### src/rtl/hz_pkg.sv
package hz_pkg;

    // pipeline stage that owns the read port (stage numbers start at 1)
    localparam int unsigned HZ_RD_STAGE = 2;

    // first stage that carries a pending write
    localparam int unsigned HZ_FIRST_WR_STAGE = 3;

    // bit index of a stage inside a per-stage vector
    function automatic int unsigned stage_bit(input int unsigned stage);
        return stage - 1;
    endfunction

endpackage

### src/rtl/hz_match.sv
module hz_match #(
    parameter int unsigned NUM_WR = 3,
    parameter int unsigned ADDR_W = 5
) (
    input  logic                           rd_en,
    input  logic [ADDR_W-1:0]              rd_addr,
    input  logic [NUM_WR-1:0]              wr_en,
    input  logic [NUM_WR-1:0][ADDR_W-1:0]  wr_addr,
    output logic [NUM_WR-1:0]              hit
);

    // one comparator per writer stage
    for (genvar k = 0; k < NUM_WR; k++) begin : g_cmp
        assign hit[k] = rd_en & wr_en[k] & (wr_addr[k] == rd_addr);
    end

endmodule

### src/rtl/hz_fwd_pick.sv
module hz_fwd_pick #(
    parameter int unsigned NUM_WR    = 3,
    parameter int unsigned DATA_W    = 32,
    parameter bit          BYPASS_EN = 1'b1
) (
    input  logic [NUM_WR-1:0]              hit,
    input  logic [NUM_WR-1:0]              no_byp,
    input  logic [NUM_WR-1:0][DATA_W-1:0]  wr_data,
    input  logic [DATA_W-1:0]              mem_rdata,
    output logic [DATA_W-1:0]              rd_data,
    output logic                           pending
);

    logic [NUM_WR-1:0] elig;
    logic [NUM_WR-1:0] sel;
    logic [NUM_WR-1:0] younger;
    logic [DATA_W-1:0] fwd_data;

    if (BYPASS_EN) begin : g_byp
        assign elig = hit & ~no_byp;
    end else begin : g_nobyp
        logic unused_no_byp;
        assign unused_no_byp = ^no_byp;
        assign elig          = '0;
    end

    // lowest set bit = youngest forwardable writer
    assign sel     = elig & (~elig + 1'b1);
    // bits strictly below the pick; all ones when nothing was picked
    assign younger = sel - 1'b1;
    // hits younger than the pick cannot be covered by it
    assign pending = |(hit & younger);

    always_comb begin
        fwd_data = '0;
        for (int k = 0; k < NUM_WR; k++) begin
            fwd_data = fwd_data | (wr_data[k] & {DATA_W{sel[k]}});
        end
    end

    assign rd_data = (|sel) ? fwd_data : mem_rdata;

endmodule

### src/rtl/hz_stall_gen.sv
module hz_stall_gen #(
    parameter int unsigned NUM_STG = 5
) (
    input  logic [NUM_STG-1:0] haz,
    output logic [NUM_STG-1:0] stall,
    output logic [NUM_STG-1:0] bubble
);

    logic [NUM_STG-1:0] later;

    // later[s]: some stage after s+1 has an unresolved hazard
    always_comb begin
        later = '0;
        for (int s = NUM_STG - 2; s >= 0; s--) begin
            later[s] = later[s+1] | haz[s+1];
        end
    end

    assign stall  = haz | later;
    assign bubble = haz & ~later;

endmodule

### src/rtl/hz_interlock_bypass.sv
module hz_interlock_bypass #(
    parameter int unsigned NUM_WR    = 3,
    parameter int unsigned ADDR_W    = 5,
    parameter int unsigned DATA_W    = 32,
    parameter bit          BYPASS_EN = 1'b1,
    localparam int unsigned NUM_STG  = NUM_WR + 2
) (
    input  logic                           rd_en_i,
    input  logic [ADDR_W-1:0]              rd_addr_i,
    input  logic [DATA_W-1:0]              mem_rdata_i,
    input  logic [NUM_WR-1:0]              wr_en_i,
    input  logic [NUM_WR-1:0][ADDR_W-1:0]  wr_addr_i,
    input  logic [NUM_WR-1:0][DATA_W-1:0]  wr_data_i,
    input  logic [NUM_WR-1:0]              no_byp_i,
    output logic [DATA_W-1:0]              rd_data_o,
    output logic [NUM_STG-1:0]             stall_o,
    output logic [NUM_STG-1:0]             bubble_o
);

    localparam int unsigned RD_BIT = hz_pkg::stage_bit(hz_pkg::HZ_RD_STAGE);

    logic [NUM_WR-1:0]  hit;
    logic               pending;
    logic [NUM_STG-1:0] haz_stg;

    hz_match #(
        .NUM_WR (NUM_WR),
        .ADDR_W (ADDR_W)
    ) u_match (
        .rd_en   (rd_en_i),
        .rd_addr (rd_addr_i),
        .wr_en   (wr_en_i),
        .wr_addr (wr_addr_i),
        .hit     (hit)
    );

    hz_fwd_pick #(
        .NUM_WR    (NUM_WR),
        .DATA_W    (DATA_W),
        .BYPASS_EN (BYPASS_EN)
    ) u_pick (
        .hit       (hit),
        .no_byp    (no_byp_i),
        .wr_data   (wr_data_i),
        .mem_rdata (mem_rdata_i),
        .rd_data   (rd_data_o),
        .pending   (pending)
    );

    // every hazard of the read port is charged to the read stage
    always_comb begin
        haz_stg         = '0;
        haz_stg[RD_BIT] = pending;
    end

    hz_stall_gen #(
        .NUM_STG (NUM_STG)
    ) u_stall (
        .haz    (haz_stg),
        .stall  (stall_o),
        .bubble (bubble_o)
    );

endmodule

### config.mk
export PLATFORM = sky130hd
export DESIGN_NAME = hz_interlock_bypass
export DESIGN_NICKNAME = d
export VERILOG_FILES = /design/src/rtl/hz_pkg.sv /design/src/rtl/hz_match.sv /design/src/rtl/hz_fwd_pick.sv /design/src/rtl/hz_stall_gen.sv /design/src/rtl/hz_interlock_bypass.sv
export SDC_FILE = /design/constraint.sdc
export NUM_CORES = 1
export LEC_CHECK = 0
export BUFFER_PORTS_ARGS = -buffer_cell sky130_fd_sc_hd__buf_2
export CAP_MARGIN = 20
export CORE_AREA = 2 2 76 78
export DETAILED_ROUTE_END_ITERATION = 6
export DIE_AREA = 0 0 78 80
export PLACE_DENSITY = 0.75
export REMOVE_ABC_BUFFERS = 1
export SYNTH_ARGS = -nofsm -noshare
export SYNTH_HDL_FRONTEND = slang
export SYNTH_SLANG_ARGS = --single-unit
### constraint.sdc
create_clock -name vclk -period 2.6
set_input_delay 0.26 -clock vclk [all_inputs]
set_output_delay 0.26 -clock vclk [all_outputs]
set_load 0.02 [all_outputs]
==> results.yml <==
finish:
  regArea_um2: 0
  drive_gt1_frac: 0.529
  final_nets: 571
  area_growth_pct: 67.0
  n_sequential_cell: 0
  fillers: 566
  finalNonFillerCells: 487
  num-clock-buffers: 0
logic_synthesis:
  yosysMostFrequentCell: "nor4_1"
  yosysSeqAreaShare: 0
  yosys.area.top_type: "nor4_1"
  ys_warn_count: 0
  synth_top_area_frac: 0.230
  syn-cell-area_um2: 1580
  syn-mean-instance-area_um2: 6.48
  synth_commonest_cells: "nor4_1 (58), nand2_1 (36), a2bb2oi_1 (28), clkbuf_1 (28), a211o_1 (25)"
  synthTopCellsByArea: "nor4_1 (23%), a2bb2oi_1 (16%), a211o_1 (14%)"
  netlist_instances: 243
  synth_cell_types: 30
critical_path:
  worst_path_most_repeated_cell: "buf_2"
  worstPathRequired_ns: 2.34
  cp-start-kind: "input pin"
  crit_chain: "buf_2 > xor2_1 > or4_4 > or3_4 > buf_12 > a311o_1 > a2bb2oi_1 > buf_2"
  crit_slowest_cell: "or4_4"
  cp_max_fo: 20
  timing.critical_path.arrival_ns: 2.27
  criticalPathCategory: "in2out"
  end_kind: "primary output"
  cpPeakStageDelay_ns: 0.49
global_routing:
  grt_pass1_vias: 2343
  antenna_found_initial: 1
  overflow: 0
  grt_pass1_wl_mm: 10.5
  grt_max_degree: 41
  grt_usage: 0.200
routing:
  vias_per_cell: 5.25
  wl_mm: 6.92
  drt_first_pass_iters: 4
  ant_nets: 0
  drc: 0
  drt_iter0_markers: 103
  via_count: 2557
  wl_per_cell_um: 14.2
placed_design:
  hpwl_mm: 5.70
  port_buffers: 190
  routabilityCongestion: 0.768
  placedCellCount: 486
min_path:
  holdPathEnd: "rd_data_o[30]"
  min_path_cells: 4
  worstHoldPathType: "in2out"
  min_from: "wr_data_i[30]"
power_and_ir_drop:
  powerDensity_nw_per_um2: 134
  leakage_uw: 0.00144
  ir_worst_vdd_v: 0.0000819
timing:
  slew_viol_final: 0
  setup_viol: 0
  finalHoldViolCount: 0
  min_period_over_period: 0.972
  tns_ns: 0
  fmax_mhz: 396
  fin_crit_ns: 2.53
  rsz0062_at_grt: "yes"
job:
  maxCapViolCount: 0
floorplanning:
  die_area_um2: 6240
  die_w_um: 78
  row_count: 27
  io_pins: 197
  die_y_um: 80
  start_util: 0.291
  core_area_um2: 5410
clock_network:
  cts_hold_buf: 0
  cts_setup_buffers: 0
  post_cts_resized: 1
status:
  run_status: "complete, no violations"
==> layout make-up <==
cell class,count,area [µm²],share of cell area
diodes,1,2.50,0.000951
repair buffers,210,1150,0.437
well taps,72,90.1,0.0342
inverters,8,30.0,0.0114
multi-input cells,196,1360,0.516
==> cell usage in the layout, fill, tap and decap left out <==
master	count
a21oi_1	1
nand3_1	2
or4_4	1
or3_4	2
a211o_1	25
nor2b_1	2
a2bb2oi_1	28
buf_6	1
buf_2	187
or4_1	1
and3b_2	1
o32ai_1	1
inv_1	8
and3_1	1
xor2_1	8
a211oi_1	1
nor4_1	58
conb_1	7
diode_2	1
o31ai_1	1
nand2_1	36
nor3_2	2
nand2b_1	2
nor2_1	1
a311o_1	6
a2bb2oi_2	3
buf_4	19
or3_1	1
xnor2_1	5
buf_12	3
==> how the worst max path moves through the flow <==
stage | from | to | slack, ns | cells after the start
detailed placement | rd_addr_i[1] | rd_data_o[13] | 0.002 | 9
floorplan | rd_addr_i[4] | rd_data_o[0] | -0.83 | 5
global placement | rd_addr_i[1] | rd_data_o[11] | 0.05 | 8
global route | rd_addr_i[1] | rd_data_o[4] | -0.009 | 8
CTS | rd_addr_i[1] | rd_data_o[26] | 0.03 | 8
finish | rd_addr_i[1] | rd_data_o[11] | 0.07 | 8
==> metal layers <==
layer / global-route usage / wire, µm
met1: 0.239 / 2730
met2: 0.393 / 3620
met3: 0.0226 / 521
met4: 0.0211 / 45
met5: 0 / 0
==> cell families (layout without fill, tap and decap cells) <==
family                    Yosys count  after routing  share of synthesized area
and+or+nand+nor                   110            110                      0.384
xor gates and xnor gates           13             13                     0.0723
AOI/OAI and AO/OA                  66             66                      0.380
buffers and inverters              53            218                      0.162
other                               1              8                    0.00238
==> where the power goes <==
part / internal (µW) / total (µW) / switching, µW
Clock: 0.0000515 / 0.0000515 / 0
Sequential: 0 / 0 / 0
Combinational: 169 / 352 / 182
==> stage by stage <==
stage	power, µW	setup slack (ns)	area [µm²]	hold slack (ns)	util
after floorplan	149	-0.833	1370	0.655	-
after global placement	344	0.0548	2600	0.836	0.481
after detailed placement	348	0.00197	2600	0.836	0.481
after CTS	350	0.0319	2610	0.836	0.482
after global routing	381	-0.00855	2630	0.863	0.486
final	352	0.0735	2630	0.835	0.487
==> worst max-delay path: cells and delay by family <==
family	cells	cell delay, ns
xor gates and xnor gates	1	0.15
AOI/OAI and AO/OA	2	0.49
buffers and inverters	3	0.46
and+or+nand+nor	2	0.89
No activity file was read; power rests on OpenSTA's default activity.
